`src/rtl/lvt_timer_pkg.sv`:
```
package lvt_timer_pkg;

    localparam int VEC_W  = 8;
    localparam int MODE_W = 3;
    localparam int DATA_W = 32;

    // Entry bit positions
    localparam int VEC_LSB   = 0;
    localparam int MODE_LSB  = 8;
    localparam int LEVEL_BIT = 15;
    localparam int MASK_BIT  = 16;
    localparam int PER_BIT   = 17;

    typedef enum logic {
        WSEL_ENTRY = 1'b0,
        WSEL_INIT  = 1'b1
    } wsel_e;

    // Decoded entry fields that drive behaviour
    typedef struct packed {
        logic              periodic;
        logic              mask;
        logic              level;
        logic [MODE_W-1:0] mode;
        logic [VEC_W-1:0]  vector;
    } entry_cfg_t;

    typedef struct packed {
        logic [VEC_W-1:0]  vector;
        logic [MODE_W-1:0] mode;
        logic              level;
    } irq_req_t;

    function automatic entry_cfg_t decode_entry(input logic [DATA_W-1:0] w);
        entry_cfg_t c;
        c.vector   = w[VEC_LSB +: VEC_W];
        c.mode     = w[MODE_LSB +: MODE_W];
        c.level    = w[LEVEL_BIT];
        c.mask     = w[MASK_BIT];
        c.periodic = w[PER_BIT];
        return c;
    endfunction

endpackage

```
`src/rtl/lvt_entry_reg.sv`:
```
module lvt_entry_reg
    import lvt_timer_pkg::*;
(
    input  logic              clk,
    input  logic              rst,
    input  logic              wr,
    input  logic [DATA_W-1:0] wdata,
    output entry_cfg_t        cfg
);
    always_ff @(posedge clk) begin
        if (rst)
            cfg <= '0;
        else if (wr)
            cfg <= decode_entry(wdata);
    end
endmodule

```
`src/rtl/lvt_down_counter.sv`:
```
module lvt_down_counter #(
    parameter int CNT_W = 32
) (
    input  logic             clk,
    input  logic             rst,
    input  logic             load,
    input  logic [CNT_W-1:0] load_val,
    input  logic             tick,
    input  logic             periodic,
    output logic [CNT_W-1:0] count,
    output logic [CNT_W-1:0] init_q,
    output logic             running,
    output logic             expire
);
    localparam logic [CNT_W-1:0] ONE = CNT_W'(1);

    assign expire = running && tick && (count == ONE) && !load;

    always_ff @(posedge clk) begin
        if (rst) begin
            count   <= '0;
            init_q  <= '0;
            running <= 1'b0;
        end else if (load) begin
            init_q  <= load_val;
            count   <= load_val;
            running <= (load_val != '0);
        end else if (expire) begin
            if (periodic) begin
                count <= init_q;
            end else begin
                count   <= '0;
                running <= 1'b0;
            end
        end else if (running && tick) begin
            count <= count - ONE;
        end
    end
endmodule

```
`src/rtl/lvt_irq_gen.sv`:
```
module lvt_irq_gen
    import lvt_timer_pkg::*;
(
    input  logic       clk,
    input  logic       rst,
    input  logic       expire,
    input  entry_cfg_t cfg,
    output logic       valid,
    output irq_req_t   req
);
    always_ff @(posedge clk) begin
        if (rst) begin
            valid <= 1'b0;
            req   <= '0;
        end else begin
            valid <= expire && !cfg.mask;
            if (expire) begin
                req.vector <= cfg.vector;
                req.mode   <= cfg.mode;
                req.level  <= cfg.level;
            end
        end
    end
endmodule

```
`src/rtl/lvt_timer.sv`:
```
module lvt_timer
    import lvt_timer_pkg::*;
#(
    parameter int CNT_W = 32
) (
    input  logic                        clk,
    input  logic                        rst,
    input  logic                        wr_en,
    input  logic                        wr_sel,
    input  logic [31:0]                 wr_data,
    input  logic                        tick,
    output logic [CNT_W-1:0]            cur_count,
    output logic                        irq_valid,
    output logic [7:0]                  irq_vector,
    output logic [2:0]                  irq_mode,
    output logic                        irq_level
);
    entry_cfg_t       cfg;
    irq_req_t         req;
    logic             wr_entry;
    logic             wr_init;
    logic             cnt_running;
    logic             cnt_expire;
    logic [CNT_W-1:0] cnt_init;

    assign wr_entry = wr_en && (wsel_e'(wr_sel) == WSEL_ENTRY);
    assign wr_init  = wr_en && (wsel_e'(wr_sel) == WSEL_INIT);

    lvt_entry_reg u_entry (
        .clk   (clk),
        .rst   (rst),
        .wr    (wr_entry),
        .wdata (wr_data),
        .cfg   (cfg)
    );

    lvt_down_counter #(.CNT_W(CNT_W)) u_cnt (
        .clk      (clk),
        .rst      (rst),
        .load     (wr_init),
        .load_val (wr_data[CNT_W-1:0]),
        .tick     (tick),
        .periodic (cfg.periodic),
        .count    (cur_count),
        .init_q   (cnt_init),
        .running  (cnt_running),
        .expire   (cnt_expire)
    );

    lvt_irq_gen u_irq (
        .clk    (clk),
        .rst    (rst),
        .expire (cnt_expire),
        .cfg    (cfg),
        .valid  (irq_valid),
        .req    (req)
    );

    assign irq_vector = req.vector;
    assign irq_mode   = req.mode;
    assign irq_level  = req.level;
endmodule

```
`config.mk`:
```
export PLATFORM = sky130hd
export DESIGN_NAME = lvt_timer
export DESIGN_NICKNAME = d
export VERILOG_FILES = /design/src/rtl/lvt_timer_pkg.sv /design/src/rtl/lvt_entry_reg.sv /design/src/rtl/lvt_down_counter.sv /design/src/rtl/lvt_irq_gen.sv /design/src/rtl/lvt_timer.sv
export SDC_FILE = /design/constraint.sdc
export NUM_CORES = 1
export LEC_CHECK = 0
export BUFFER_PORTS_ARGS = -buffer_cell sky130_fd_sc_hd__buf_2
export CAP_MARGIN = 40
export CORE_UTILIZATION = 58
export CTS_BUF_LIST = sky130_fd_sc_hd__clkbuf_2 sky130_fd_sc_hd__clkbuf_4 sky130_fd_sc_hd__clkbuf_8
export CTS_CLUSTER_DIAMETER = 100
export DETAILED_ROUTE_END_ITERATION = 12
export HOLD_SLACK_MARGIN = 0.1
export PLACE_DENSITY_LB_ADDON = 0.1
export SLEW_MARGIN = 20
export SYNTH_ARGS = -nofsm -noshare
export SYNTH_HDL_FRONTEND = slang
export SYNTH_SLANG_ARGS = --single-unit
```
`constraint.sdc`:
```
create_clock -name clk -period 3.4 [get_ports clk]
set_input_delay 0.34 -clock clk [delete_from_list [all_inputs] [get_ports clk]]
set_output_delay 0.34 -clock clk [all_outputs]
set_load 0.01 [all_outputs]
```
After elaboration in Yosys (flattened, before gate mapping)

Cells that the tools add are included.

Register bits: 92
Input port bits: 37
Output and inout bits: 45
Logic and storage cells: 35

Add/sub/neg operators: 1
Eq/ne operators: 2
Mux-type cells: 7
Bitwise gates (word level): 1
Reductions and logical operators: 12

Operator list:

| operator              | number |
|---|---|
| $mux 32               | 4 |
| $eq 32x1->1 const B   | 1 |
| $reduce_bool 32->1    | 1 |
| $sub 32x1->32 const B | 1 |
| $logic_and 1x1->1     | 6 |
| $mux 1                | 3 |
| $reduce_bool 3->1     | 1 |
| $logic_not 1->1       | 2 |
| $ne 2x1->1 const B    | 1 |
| $reduce_and 2->1      | 1 |
| $reduce_bool 2->1     | 1 |
| $not 1->1             | 1 |

Depth between registers and ports, before layout

Gate-level depths: netlist (run 1).

Depth in word-level cells: 5
Depth in mapped cells: 9
Mapped depth without buffers: 8

Modules after synthesis

A second synthesis (run 1) with hierarchy kept.

Cell total of the unflattened synthesis: 558
Area, all modules: 4,829.6 um^2

Modules (own cells, without submodules):

| module           | times used | cells each | area each (um^2) | seq. area each (um^2) |
|---|---|---|---|---|
| lvt_down_counter | 1          | 470        | 3,831.2          | 1,301.2 |
| lvt_entry_reg    | 1          | 45         | 508.0            | 280.3 |
| lvt_irq_gen      | 1          | 41         | 474.2            | 260.2 |
| lvt_timer        | 1          | 2          | 16.3             | 0.0 |

Least setup slack after synthesis (run 1)

Ideal clock, no wire load.

Path type: register to register
Start point: reg u_cnt.count[26]
End point: reg u_cnt.count[27]
Setup time: 122 ps
Arrival: 2,523 ps
Data required time: 3,278 ps
Slack: 755 ps
Stages on the path, launching flop included: 7
Path buffers: 0
Period minus slack after synthesis: 2,645 ps
Cell sequence: dfxtp_1 -> or4_4 -> or4_4 -> or4_4 -> nand2_4 -> o41ai_1 -> a221o_1

Cells in the longest elaborated chain, start to end: 5
Elaborated cells on any way between the ends: 8
Classes of those cells: add/sub: 1; eq/ne: 1; mux: 3; reduce/logical: 3

RTL lines:

| what                                                  | RTL line               | text |
|---|---|---|
| start: declaration                                    | lvt_down_counter.sv:10 | `output logic [CNT_W-1:0] count,` |
| start signal: assignment                              | lvt_down_counter.sv:26 | `count <= load_val;` |
| start signal: assignment                              | lvt_down_counter.sv:30 | `count <= init_q;` |
| start signal: assignment                              | lvt_down_counter.sv:36 | `count <= count - ONE;` |
| branches (longest 5 deep; another with $sub 32x1->32) | n/a                    |  |

Several ways; the timed one is not identified. The select of a mux whose other input is x is not followed.
A chain may end at the register's enable or synchronous reset.

Worst setup path after layout (run 1)

Start point: reg u_cnt.count[14]
End point: reg u_cnt.count[24]

The elaborated chain is that of the path after synthesis.

==> reports/results.md, run 1 <==
| Step | Quantity | This run |
| --- | --- | --- |
| status | Outcome | completed |
| global route | Met1 Track Usage GR | 0.490 |
| worst setup path | Setup crit start | u_cnt.count[14] |
| power and ir drop | Power per cell area | 479 nW/um^2 |
| clock network | CTS tree | yes |
| cells and area | Number of diodes | 0 |
| timing | Final worst-path cycle share | 0.811 |
| worst setup path | Destination of the critical timing path | u_cnt.count[24] |
| power and ir drop | Portion of total power attributed to sequential cells | 0.475 |
| worst setup path | CP top delay family | simple AND/OR/NAND/NOR gates |
| synth | Synthesized Nets | 627 |
| place | HPWL after DPL | 9850 um |
| worst setup path | Cell with the biggest individual delay on the critical path | or4_1 |
| cells and area | Number of nets in the layout | 699 |
| timing | Final Skew | 12.7 ps |
| global route | Total global routing track utilization | 0.346 |
| timing | Relative slew slack | 0.492 |
| synth | Synthesized area per cell | 7.67 um^2 |
| synth | Sequential cell area fraction in the yosys report | 0.408 |
| clock network | CTS Buf Count | 9 |
| global route | Vias in the first global route | 4365 |
| floorplan | Die ar. | 8140 um^2 |
| synth | EDFF count, synth | 0 |
| route | Drt first-iter violations | 385 |
| worst setup path | Reg-to-reg endpoint | u_cnt.count[24] |
| power and ir drop | Switching Fraction | 0.328 |
| worst setup path | Origin of the critical flop-to-flop path | u_cnt.count[14] |
| timing | Transition time of the tightest slew-check pin | 755 ps |
| worst setup path | Worst R2R Path Depth | 8 |
| route | First-pass detailed-route iteration total | 5 |
| worst setup path | Minimum setup slack among reg-to-reg paths | 640 ps |
| floorplan | Starting density of the core | 0.612 |
| synth | Number of warnings issued by yosys | 0 |
| worst setup path | Kind of start point of the critical path | flip-flop |
| run | Number of max-cap violations | 0 |
| clock network | Clk Latency, worst-skew pair | 370 ps |
| synth | Number of instances in the synthesized netlist | 588 |
| timing | Shortest period the worst path allows | 2760 ps |
| worst setup path | Worst EP arrival | 3050 ps |
| route | Via density | 6.26 |
| timing | Sum Neg Setup Slack | 0 ps |
| worst hold path | Hold Path Class | in -> reg |
| global route | Global Route met3 Usage | 0.0525 |
| timing | Final-report max-slew violation count | 0 |
| power and ir drop | Switching power of the nets | 822 uW |
| route | Residual antenna-violating net count after detailed routing | 0 |
| power and ir drop | Share of power burned in combinational logic | 0.204 |
| place | Post-Place Worst Slack | 692 ps |
| clock network | Cell at the root of the clock tree | clkbuf_8 |
| clock network | Clock transition at the registers of the reported paths | 110 ps |
| worst setup path | Critical path, cell by cell | or4_1 > or3_1 > nor2_1 > buf_4 > and4_1 > buf_4 > a221oi_1 > nor4_1 |
| timing | Number of hold-slack violations in the final timing report | 0 |
| worst setup path | Critical Path Stages | 8 |
| synth | Main flop type after synthesis | dfxtp_1 |
| clock network | Quantity of gates resized following cts | 0 |
| cells and area | Proportion of layout cells with a drive suffix above 1 | 0.195 |
| route | Average wire length per cell after detail routing | 18.2 um |
| global route | Maximum number of pins on one net before global-route repair | 61 |
| floorplan | Site row count | 31 |
| timing | Top achievable clock speed | 363 MHz |
| route | Via total after detailed routing | 4781 |
| timing | Slack of the critical path | 643 ps |
| route | DRC Markers | 0 |
| floorplan | I/O pin count | 82 |
| global route | Layer with the highest usage after global routing | met2 |
| floorplan | Core outline area | 7370 um^2 |
| global route | Aggregate global routing overflow | 0 |
| clock network | Maximum count of clock buffers along a single path | 2 |
| synth | Combined area of all synthesized cells | 4510 um^2 |
| global route | Global routing met2 resource utilization | 0.529 |
| synth | Number of synthesized register bits | 92 |
| timing | Unrepaired setup endpoints after global routing | false |
| power and ir drop | Total internal power | 1690 uW |
| clock network | Number of clock sinks | 92 |
| global route | Global-route wire length before repair | 22400 um |
| cells and area | Commonest non-fill, non-tap cell in the layout | nand2_1 |
| worst setup path | Required time at the worst-slack endpoint | 3690 ps |
| power and ir drop | Static leakage | 0.00212 uW |
| synth | Fraction of registers with async set/reset | 0 |
| cells and area | Most used cells in the layout excluding fill and tap cells | 137 x nand2_1, 92 x dfxtp_1, 81 x buf_2 |
| power and ir drop | Highest ir drop seen on vdd | 282 uV |
| synth | Synth cell types | 59 |
| floorplan | Horizontal extent of the die | 90.2 um |
| worst setup path | CP endpoint kind | flip-flop |
| timing | Hold slack | 219 ps |
| route | Final wirelength | 13900 um |
| place | Port Buf Inserts | 81 |
| clock network | Post-CTS setup buffers | 0 |
| clock network | Hold-fix buffers at CTS | 0 |
| global route | Antenna violations before repair | 0 |
| worst setup path | Critical path's largest stage delay | 630 ps |
| floorplan | Overall die height | 90.2 um |
| worst setup path | Critical path class | reg -> reg |
| place | Placer congestion estimate | 0.939 |
| worst setup path | Most Frequent Cell on Critical Path | buf_4 |
| timing | Count of final setup violators | 0 |
| worst setup path | Buffers and inverters on the worst path | 2 |
| power and ir drop | Clock group share of total power | 0.321 |
| cells and area | P&R area growth vs syn | 16.1% |
| clock network | Number of levels in the clock H-tree | 3 |
| worst setup path | Crit-path max FO | 12 |
## metal layers
layer | part of all wire | vias up
met5 | 0 | -
met4 | 0.020 | 0
met3 | 0.096 | 23
met2 | 0.45 | 252
met1 | 0.43 | 2249
li1 | - | 2257
## power by group through the flow
stage,sequential (uW),combinational [uW],clock [uW]
after floorplan,1210,316,0
after global placement,1210,490,0
after detailed placement,1210,498,0
after CTS,1190,502,803
after global routing,1200,563,850
final,1190,513,805
## worst reg2reg max path: cells and delay by family (launching register included)
kind,cells,cell delay [ps]
buffers and inverters,2,400
AO/OA/AOI/OAI,1,110
flip-flops,1,390
AND/OR/NAND/NOR,5,1770
## sequential cells by signal, indices dropped and copies added (netlist names)
signal and cells:
u_cnt.running 1, u_entry.cfg 14, u_irq.req 12, u_irq.valid 1
u_cnt.count 32, u_cnt.init_q 32
## cell type report
class	count	area, um^2
fillers	628	2130
multi-input cells	455	2510
inverters	3	11.3
clock buffers	9	124
flip-flops and latches	92	1840
clock inverters	7	91.3
repair buffers	99	541
well taps	99	124
## cells in the mapped netlist, types with 3 or more instances
master / instances / area [um^2]
a221o_1: 3 / 30.0
dfxtp_1: 92 / 1840
and4_1: 3 / 26.3
a21oi_1: 77 / 385
nor4b_1: 3 / 26.3
nor3_1: 15 / 75.1
nand3_1: 9 / 45.0
clkbuf_1: 28 / 105
inv_1: 3 / 11.3
or4_4: 3 / 33.8
nor2_1: 42 / 158
nand2b_1: 3 / 18.8
or3_1: 5 / 31.3
xor2_1: 15 / 131
o22ai_1: 14 / 87.6
buf_2: 5 / 25.0
nand2_1: 137 / 514
nand4_1: 4 / 25.0
a21boi_0: 7 / 52.6
a31oi_1: 8 / 50.1
nor4_1: 16 / 100
o21ai_0: 16 / 80.1
or4_1: 6 / 45.0
buf_1: 4 / 15.0
o41ai_1: 5 / 43.8
and2_1: 4 / 25.0
or2_2: 6 / 37.5
nand3b_1: 4 / 30.0
a221oi_1: 5 / 43.8
and3_1: 4 / 25.0
## kinds of logic after synthesis
| kind of cell | Yosys count | synth area share |
|---|---|---|
| and+or+nand+nor | 276 | 0.299 |
| AOI/OAI and AO/OA | 159 | 0.215 |
| DFF | 92 | 0.408 |
| buffers and inverters | 41 | 0.0363 |
| xor gates and xnor gates | 16 | 0.0311 |
| muxes | 2 | 0.00444 |
| adders and majority gates | 2 | 0.00555 |
## how the worst min path moves through the flow
stage | start | endpoint | cells past startpoint
2_1_floorplan | u_entry.cfg[12] | u_irq.valid | 1
3_3_place_gp | u_entry.cfg[12] | u_irq.valid | 1
3_5_place_dp | u_entry.cfg[12] | u_irq.valid | 1
4_1_cts | wr_data[28] | u_cnt.init_q[28] | 3
5_1_grt | wr_data[22] | u_cnt.init_q[22] | 3
6_report | wr_data[21] | u_cnt.init_q[21] | 3
## metrics by stage
| stage | util | cell area, um^2 | power, uW | std cells |
|---|---|---|---|---|
| after global routing | 0.711 | 5240 | 2610 | 764 |
| after detailed placement | 0.681 | 5020 | 1710 | 747 |
| after floorplan | - | 4510 | 1530 | 588 |
| final | 0.711 | 5240 | 2510 | 764 |
| after CTS | 0.710 | 5230 | 2490 | 763 |
| after global placement | 0.680 | 5010 | 1700 | 746 |
Note: power is estimated with default switching activity, not from simulation.
==> run 2: changes to the inputs <==
--- a/config.mk
+++ b/config.mk
@@ -5,9 +5,10 @@
 export SDC_FILE = /design/constraint.sdc
 export NUM_CORES = 1
 export LEC_CHECK = 0
+export ABC_AREA = 1
 export BUFFER_PORTS_ARGS = -buffer_cell sky130_fd_sc_hd__buf_2
 export CAP_MARGIN = 40
-export CORE_UTILIZATION = 58
+export CORE_UTILIZATION = 59
 export CTS_BUF_LIST = sky130_fd_sc_hd__clkbuf_2 sky130_fd_sc_hd__clkbuf_4 sky130_fd_sc_hd__clkbuf_8
 export CTS_CLUSTER_DIAMETER = 100
 export DETAILED_ROUTE_END_ITERATION = 12
==> constraint.sdc (replaced) <==
create_clock -name clk -period 2.7 [get_ports clk]
set_input_delay 0.27 -clock clk [delete_from_list [all_inputs] [get_ports clk]]
set_output_delay 0.27 -clock clk [all_outputs]
set_load 0.01 [all_outputs]
==> run 2 against run 1 <==
  * Non-clock buffer count is 5 lower
  * Core utilization is 2.5 points lower
  * Critical path depth is 5 higher
  * Routed wire length is 1.8% higher
  * Register-to-register slack better by 90 ps
  * Clock skew is 1.3 ps higher
  * Final cell count is 21% higher
  * Worst setup slack better by 94 ps
  * Sequential share of layout area is 2.3 points lower
  * Critical path type unchanged
  * Critical endpoint is now u_cnt.count[10]
  * Largest cell class unchanged
  * Largest power group unchanged
==> reports/results.md, run 2 <==
| Step | Quantity | This run | Change |
| --- | --- | --- | --- |
| synth | Synthesized area per cell | 6.61 um^2 | -14% |
| synth | Number of synthesized register bits | 92 | unchanged |
| worst setup path | Setup crit start | u_cnt.count[1] |  |
| worst setup path | Critical path class | reg -> reg |  |
| timing | Number of hold-slack violations in the final timing report | 0 | unchanged |
| cells and area | P&R area growth vs syn | 13.4% |  |
| place | Placer congestion estimate | 0.921 | -2.0% |
| floorplan | Site row count | 33 | +6.5% |
| floorplan | Core outline area | 8180 um^2 | +11% |
| route | Drt first-iter violations | 336 | -13% |
| timing | Count of final setup violators | 0 | unchanged |
| synth | Share of the synthesized netlist area taken by xor and xnor gates | 0.0301 | -0.000963 |
| worst setup path | Origin of the critical flop-to-flop path | u_cnt.count[1] |  |
| place | Port Buf Inserts | 81 | unchanged |
| floorplan | Overall die height | 93.6 um | +3.7% |
| synth | Number of warnings issued by yosys | 0 | unchanged |
| clock network | CTS tree | yes |  |
| global route | Total global routing track utilization | 0.335 | -0.0106 |
| synth | Fraction of the mapped netlist area in compound gates | 0.127 | -0.0877 |
| worst setup path | Critical path, cell by cell | inv_1 > ha_1 > inv_1 > nor2_1 > nand2_1 > nor2_1 > nand3_1 > nor2_4 > nor2_2 > nand2_1 > nand3b_1 > nand2_1 > inv_1 |  |
| synth | Share of synthesized cell area in and, or, nand and nor gates | 0.378 | +0.0789 |
| floorplan | Starting density of the core | 0.605 | -0.00708 |
| power and ir drop | Total internal power | 2240 uW | +33% |
| power and ir drop | Switching Fraction | 0.334 | +0.00628 |
| run | Number of max-cap violations | 0 | unchanged |
| synth | Synthesized Nets | 787 | +26% |
| timing | Relative slew slack | 0.571 | +0.0794 |
| synth | Main flop type after synthesis | dfxtp_1 |  |
| synth | Number of instances in the synthesized netlist | 748 | +27% |
| clock network | Cell at the root of the clock tree | clkbuf_8 |  |
| cells and area | Core utilization of the finished layout | 0.686 | -0.0246 |
| clock network | Number of clock sinks | 92 | unchanged |
| power and ir drop | Clock group share of total power | 0.312 | -0.009 |
| cells and area | Number of nets in the layout | 857 | +23% |
| cells and area | Layout filler cell count | 750 | +19% |
| synth | Yosys top cell area share | 0.372 | -0.0359 |
| timing | Sum Neg Setup Slack | 0 ps | unchanged |
| timing | Final-report max-slew violation count | 0 | unchanged |
| synth | Cell type with the largest total area after synthesis | dfxtp_1 |  |
| worst setup path | Crit-path max FO | 13 | +1 |
| place | Area after detailed placement | 5390 um^2 | +7.5% |
| clock network | Hold-fix buffers at CTS | 0 | unchanged |
| worst setup path | Required time at the worst-slack endpoint | 3010 ps | -680 ps |
| synth | Adder-cell share of the synthesized area | 0.00506 | -0.000488 |
| global route | Maximum number of pins on one net before global-route repair | 46 | -25% |
| route | DRC Markers | 0 | unchanged |
| worst setup path | Worst EP arrival | 2280 ps | -770 ps |
| clock network | Post-CTS setup buffers | 0 | unchanged |
| worst setup path | Cell with the biggest individual delay on the critical path | nor2_2 |  |
| synth | Most numerous cell in the Yosys netlist | nand2_1 |  |
| synth | Fraction of registers with async set/reset | 0 | unchanged |
| clock network | Quantity of gates resized following cts | 0 | unchanged |
| synth | Combined area of all synthesized cells | 4950 um^2 | +9.7% |
| floorplan | Horizontal extent of the die | 93.6 um | +3.7% |
| timing | Final Skew | 14.1 ps | +1.32 ps |
| cells and area | Final Cell Area | 5610 um^2 | +7.1% |
| synth | Most frequent cells after synthesis | 172 x nand2_1, 124 x nor2_1, 92 x dfxtp_1 |  |
| route | Via density | 5.53 | -12% |
| timing | Top achievable clock speed | 510 MHz | +40% |
| global route | Antenna violations before repair | 0 | unchanged |
| synth | Sequential cell area fraction in the yosys report | 0.372 | -0.0359 |
| clock network | Clk Latency, worst-skew pair | 370 ps | about the same |
| route | First-pass detailed-route iteration total | 5 | unchanged |
| cells and area | Number of diodes | 0 | unchanged |
| clock network | Number of levels in the clock H-tree | 3 | unchanged |
| worst hold path | Startpoint of the worst hold path | wr_data[1] |  |
| cells and area | Proportion of layout cells with a drive suffix above 1 | 0.185 | -0.0106 |
| clock network | Clock transition at the registers of the reported paths | 90 ps | -20 ps |
| synth | Share of cell area taken by muxes after synthesis | 0 | -0.00444 |
| timing | Shortest period the worst path allows | 1960 ps | -794 ps |
| timing | Slack of the critical path | 738 ps | +94.2 ps |
| global route | Vias in the first global route | 4726 | +8.3% |
| timing | Transition time of the tightest slew-check pin | 642 ps | -113 ps |
| cells and area | Commonest non-fill, non-tap cell in the layout | nand2_1 |  |
| route | Via total after detailed routing | 5123 | +7.2% |
| worst hold path | Hold Path Class | in -> reg |  |
| synth | Dominant combinational cell family by area after synthesis | simple AND/OR/NAND/NOR gates |  |
| timing | Unrepaired setup endpoints after global routing | false |  |
| power and ir drop | Portion of total power attributed to sequential cells | 0.454 | -0.021 |
| synth | Synth cell types | 32 | -46% |
| status | Outcome | completed |  |
| power and ir drop | Share of power burned in combinational logic | 0.234 | +0.030 |
| clock network | CTS Buf Count | 9 | unchanged |
| floorplan | Die ar. | 8760 um^2 | +7.6% |
| power and ir drop | Highest ir drop seen on vdd | 343 uV | +22% |
| power and ir drop | Power per cell area | 601 nW/um^2 | +25% |
| timing | Final worst-path cycle share | 0.727 | -0.0839 |
| global route | Aggregate global routing overflow | 0 | unchanged |
| place | Post-Place Worst Slack | 766 ps | +74.6 ps |
| place | HPWL after DPL | 10200 um | +3.2% |
| global route | Global-route wire length before repair | 22700 um | +1.3% |
| synth | Synth top area cells | dfxtp_1 37%, nand2_1 13%, nor2_1 9.4% |  |
| route | Average wire length per cell after detail routing | 15.3 um | -16% |
| power and ir drop | Static leakage | 0.00266 uW | +25% |
| worst setup path | Critical path's largest stage delay | 500 ps | -130 ps |
| power and ir drop | Switching power of the nets | 1130 uW | +37% |
| clock network | Maximum count of clock buffers along a single path | 2 | unchanged |
| cells and area | Largest registers | u_cnt.count (32), u_cnt.init_q (32), u_entry.cfg (14) |  |
| floorplan | I/O pin count | 82 | unchanged |
| route | Residual antenna-violating net count after detailed routing | 0 | unchanged |
| worst setup path | CP endpoint kind | flip-flop |  |
| cells and area | Most used cells in the layout excluding fill and tap cells | 172 x nand2_1, 123 x nor2_1, 92 x dfxtp_1 |  |
| route | Final wirelength | 14100 um | +1.8% |
| synth | EDFF count, synth | 0 | unchanged |
| worst setup path | Kind of start point of the critical path | flip-flop |  |
| power and ir drop | Overall power consumption | 3370 uW | +34% |
-- run 2: worst max-delay path, delay by kind of cell, from the launching register on --
| kind | cells | cell delay (ps) |
|---|---|---|
| fa+ha+maj | 1 | 180 |
| simple gates | 9 | 1160 |
| flops | 1 | 370 |
| buf+inv | 3 | 200 |
-- run 2: final cells by class --
type | instances | area (um^2) | area share
Multi-Input combinational cell | 558 | 2680 | 0.477
Inverter | 63 | 236 | 0.0421
Clock inverter | 6 | 96.3 | 0.0172
Timing Repair Buffer | 94 | 503 | 0.0897
Sequential cell | 92 | 1840 | 0.328
Clock buffer | 9 | 124 | 0.0221
Tap cell | 105 | 131 | 0.0234
-- run 2: logic make-up (layout without fill, tap and decap cells) --
kind of cell / after synthesis / after routing
XOR/XNOR: 17 / 17
AND/OR/NAND/NOR: 419 / 419
adder cells (fa/ha/maj): 2 / 2
buffers and inverters: 98 / 172
flip-flops: 92 / 92
AO/OA/AOI/OAI: 120 / 120
-- run 2: per-stage QoR --
stage / instances / hold WS, ps
floorplan: 748 / 405
global placement: 912 / 421
detailed placement: 912 / 419
CTS: 927 / 154
global route: 927 / 174
finish: 927 / 167
-- run 2: power by group through the flow --
stage                     combinational [uW]  sequential (uW)  clock, uW
after global routing                     887             1540       1110
after floorplan                          534             1560          0
final                                    788             1530       1050
after CTS                                778             1530       1060
after global placement                   762             1560          0
after detailed placement                 773             1560          0
-- run 2: worst paths after layout --
| path | to | slack, ps | cells past startpoint |
|---|---|---|---|
| min | u_entry.cfg[1] | 170 | 3 |
| max reg2reg | u_cnt.count[10] | 740 | 13 |
| min reg2reg | u_irq.valid | 430 | 1 |
| max | u_cnt.count[10] | 740 | 13 |
-- run 2: routing by layer --
metal | vias to the layer above | part of all wire | global-route usage
li1 | 2532 | - | -
met1 | 2390 | 0.43 | 0.425
met2 | 177 | 0.47 | 0.559
met3 | 24 | 0.069 | 0.0715
met4 | 0 | 0.029 | 0.121
met5 | - | 0 | 0
==> run 3: changes to the inputs <==
--- a/config.mk
+++ b/config.mk
@@ -5,10 +5,10 @@
 export SDC_FILE = /design/constraint.sdc
 export NUM_CORES = 1
 export LEC_CHECK = 0
-export ABC_AREA = 1
+export ABC_AREA = 0
 export BUFFER_PORTS_ARGS = -buffer_cell sky130_fd_sc_hd__buf_2
 export CAP_MARGIN = 40
-export CORE_UTILIZATION = 59
+export CORE_UTILIZATION = 58
 export CTS_BUF_LIST = sky130_fd_sc_hd__clkbuf_2 sky130_fd_sc_hd__clkbuf_4 sky130_fd_sc_hd__clkbuf_8
 export CTS_CLUSTER_DIAMETER = 100
 export DETAILED_ROUTE_END_ITERATION = 12
==> constraint.sdc (replaced) <==
create_clock -name clk -period 2 [get_ports clk]
set_input_delay 0.2 -clock clk [delete_from_list [all_inputs] [get_ports clk]]
set_output_delay 0.2 -clock clk [all_outputs]
set_load 0.01 [all_outputs]
==> run 3 against run 2 <==
  * The run now ends with negative setup slack left
  * Combinational power increased by 71%
  * Hold slack worse by 71 ps
  * Power up 38%
  * Die area is 7.1% lower
  * Clock skew increased by 0.97 ps
  * Critical path depth fell by 5
  * Core utilization up 20 points
  * Clock power rose by 24%
  * Sequential cell count unchanged
  * Fmax down 23%
  * Non-clock buffer count up 115
  * Critical path type unchanged
  * Largest power group unchanged
  * Highest routed layer unchanged
==> reports/results.md, run 3 (synthesized netlist as in run 1, its figures left out) <==
| Step | Quantity | This run | Change |
| --- | --- | --- | --- |
| status | Outcome | finished, violations left |  |
| status | Failing checks | negative setup slack |  |
| floorplan | Core outline area | 7370 um^2 | -9.9% |
| cells and area | Layout filler cell count | 389 | -48% |
| timing | Shortest period the worst path allows | 2550 ps | +587 ps |
| run | Number of max-cap violations | 0 | unchanged |
| worst setup path | Critical path's largest stage delay | 530 ps | +30 ps |
| power and ir drop | Share of power burned in combinational logic | 0.291 | +0.057 |
| route | First-pass detailed-route iteration total | 7 | +2 |
| global route | Total global routing track utilization | 0.425 | +0.0902 |
| place | HPWL after DPL | 11100 um | +9.0% |
| power and ir drop | Overall power consumption | 4640 uW | +38% |
| route | Average wire length per cell after detail routing | 20.0 um | +31% |
| worst hold path | Startpoint of the worst hold path | wr_data[26] |  |
| global route | Global-route wire length before repair | 27400 um | +21% |
| worst setup path | Critical Path Stages | 8 | -5 |
| cells and area | Number of diodes | 0 | unchanged |
| worst setup path | Cell with the biggest individual delay on the critical path | or4_4 |  |
| cells and area | Largest registers | u_cnt.count (32), u_cnt.init_q (32), u_entry.cfg (14) |  |
| route | Drt first-iter violations | 654 | +95% |
| worst setup path | CP top delay family | simple AND/OR/NAND/NOR gates |  |
| timing | Number of hold-slack violations in the final timing report | 0 | unchanged |
| worst setup path | Critical path, cell by cell | or4_4 > or4_4 > buf_12 > buf_4 > nor2_4 > and3_4 > mux2i_1 > a32o_1 |  |
| cells and area | Most used cells in the layout excluding fill and tap cells | 122 x nand2_1, 97 x buf_4, 85 x dfxtp_1 |  |
| timing | Transition time of the tightest slew-check pin | 632 ps | -9.84 ps |
| route | DRC Markers | 0 | unchanged |
| clock network | CTS Buf Count | 9 | unchanged |
| place | Number of cells after detailed placement | 829 | -9.1% |
| floorplan | Overall die height | 90.2 um | -3.6% |
| power and ir drop | Portion of total power attributed to sequential cells | 0.429 | -0.025 |
| timing | Final worst-path cycle share | 1.27 | +0.548 |
| worst hold path | Hold Path Class | in -> reg |  |
| place | Port Buf Inserts | 81 | unchanged |
| global route | Maximum number of pins on one net before global-route repair | 60 | +30% |
| worst setup path | CP endpoint kind | flip-flop |  |
| clock network | Clk Latency, worst-skew pair | 380 ps | about the same |
| worst setup path | Crit-path max FO | 4 | -9 |
| worst setup path | Most Frequent Cell on Critical Path | or4_4 |  |
| worst setup path | Critical path class | reg -> reg |  |
| clock network | Clock transition at the registers of the reported paths | 110 ps | +20 ps |
| floorplan | I/O pin count | 82 | unchanged |
| floorplan | Starting density of the core | 0.612 | +0.00708 |
| worst setup path | Origin of the critical flop-to-flop path | u_cnt.count[22] |  |
| clock network | Cell at the root of the clock tree | clkbuf_8 |  |
| timing | Top achievable clock speed | 392 MHz | -23% |
| timing | Final Skew | 15.0 ps | +0.973 ps |
| global route | Vias in the first global route | 5387 | +14% |
| clock network | Number of levels in the clock H-tree | 3 | unchanged |
| power and ir drop | Clock group share of total power | 0.280 | -0.032 |
| floorplan | Horizontal extent of the die | 90.2 um | -3.6% |
| worst setup path | Buffers and inverters on the worst path | 2 | -1 |
| floorplan | Die ar. | 8140 um^2 | -7.1% |
| clock network | Maximum count of clock buffers along a single path | 2 | unchanged |
| route | Via total after detailed routing | 5620 | +9.7% |
| worst hold path | Number of instances on the worst hold path | 3 | unchanged |
| global route | Antenna violations before repair | 0 | unchanged |
| worst setup path | Worst R2R Path Depth | 8 | -5 |
| power and ir drop | Switching Fraction | 0.348 | +0.0135 |
| place | Post-Place Worst Slack | -539 ps | -1310 ps |
| clock network | CTS tree | yes |  |
| route | Via density | 6.43 | +16% |
| cells and area | Non-filler cells, final | 874 | -5.7% |
| timing | Unrepaired setup endpoints after global routing | true |  |
| power and ir drop | Total internal power | 3030 uW | +35% |
| cells and area | P&R area growth vs syn | 44.0% |  |
| power and ir drop | Power per cell area | 715 nW/um^2 | +19% |
| power and ir drop | Switching power of the nets | 1610 uW | +43% |
| route | Final wirelength | 17500 um | +24% |
| cells and area | Proportion of layout cells with a drive suffix above 1 | 0.364 | +0.179 |
| timing | Relative slew slack | 0.578 | +0.00702 |
| floorplan | Site row count | 31 | -6.1% |
| place | Placer congestion estimate | 0.975 | +6.0% |
| route | Residual antenna-violating net count after detailed routing | 0 | unchanged |
| worst setup path | Setup crit start | u_cnt.count[22] |  |
| power and ir drop | Highest ir drop seen on vdd | 788 uV | +130% |
| timing | Final-report max-slew violation count | 0 | unchanged |
| timing | Count of final setup violators | 46 | +46 |
| global route | Aggregate global routing overflow | 0 | unchanged |
| cells and area | Commonest non-fill, non-tap cell in the layout | nand2_1 |  |
| worst setup path | Worst EP arrival | 2860 ps | +580 ps |
| clock network | Number of clock sinks | 92 | unchanged |
| worst setup path | Kind of start point of the critical path | flip-flop |  |
| cells and area | Number of nets in the layout | 809 | -5.6% |
| timing | Slack of the critical path | -550 ps | -1290 ps |
| worst setup path | Required time at the worst-slack endpoint | 2310 ps | -700 ps |
| power and ir drop | Static leakage | 0.00275 uW | +3.6% |
-- run 3: cell count changes in the layout (fill, tap and decap cells not counted), sizes merged, moves of 9 or more --
cell         previous run  this run
nand3                  70         9
nor2                  147        42
nand2                 178       139
nor3                    4        15
inv                    65         6
a21oi                  56        77
o21ai                  61        18
nor4                    4        20
buf                    94       194
dlygate4sd3             0        15
or4                     0         9
o22ai                   0        14
-- run 3: layer usage --
metal	GRT usage	vias up	share of wire
met5	0	-	0
met4	0.181	0	0.038
met3	0.0964	87	0.11
met2	0.691	432	0.47
met1	0.542	2618	0.38
li1	-	2483	-
-- run 3: repair_timing --
action / in CTS / in global routing
pin swaps: 32 / 12
hold endpoints to repair: 15 / 0
setup endpoints to repair: 46 / 46
buffers inserted: 10 / 3
cloned: 2 / 0
hold buffers: 15 / 0
gates resized for setup: 61 / 13
-- run 3: per-stage QoR --
step           hold WS, ps  area, um^2  TNS (ps)   util
5_1_grt                114        6500    -23270  0.882
6_report              96.8        6500    -20080  0.882
3_3_place_gp           409        5730    -17740  0.777
4_1_cts                102        6420    -16020  0.871
2_1_floorplan          336        4600    -12280      -
3_5_place_dp           422        5730    -19120  0.777
-- run 3: path summary, 6_finish.rpt --
check	to	slack [ps]
max	u_cnt.count[15]	-550
min	u_cnt.init_q[26]	100
max reg2reg	u_cnt.count[15]	-550
min reg2reg	u_irq.req[11]	460
-- run 3: worst register-to-register path: stages, from the launching register on --
cell,delay [ps]
dfxtp_4,360
or4_4,530
or4_4,530
buf_12,150
buf_4,130
nor2_4,110
and3_4,270
mux2i_1,240
a32o_1,160
-- run 3: power by group through the flow --
stage                     sequential, uW  combinational [uW]  clock (uW)
after global placement              2020                1130           0
final                               1990                1350        1300
after detailed placement            2030                1150           0
after floorplan                     2060                 573           0
after CTS                           1990                1260        1290
after global routing                2000                1430        1360
-- run 3: layout make-up --
class                           count  area (um^2)  area share
Tap cell                           99          124      0.0191
Inverter                            3         11.3     0.00173
Clock inverter                      7         81.3      0.0125
Multi-Input combinational cell    455         2780       0.427
Sequential cell                    92         1860       0.286
Clock buffer                        9          124      0.0191
Timing Repair Buffer              209         1520       0.234
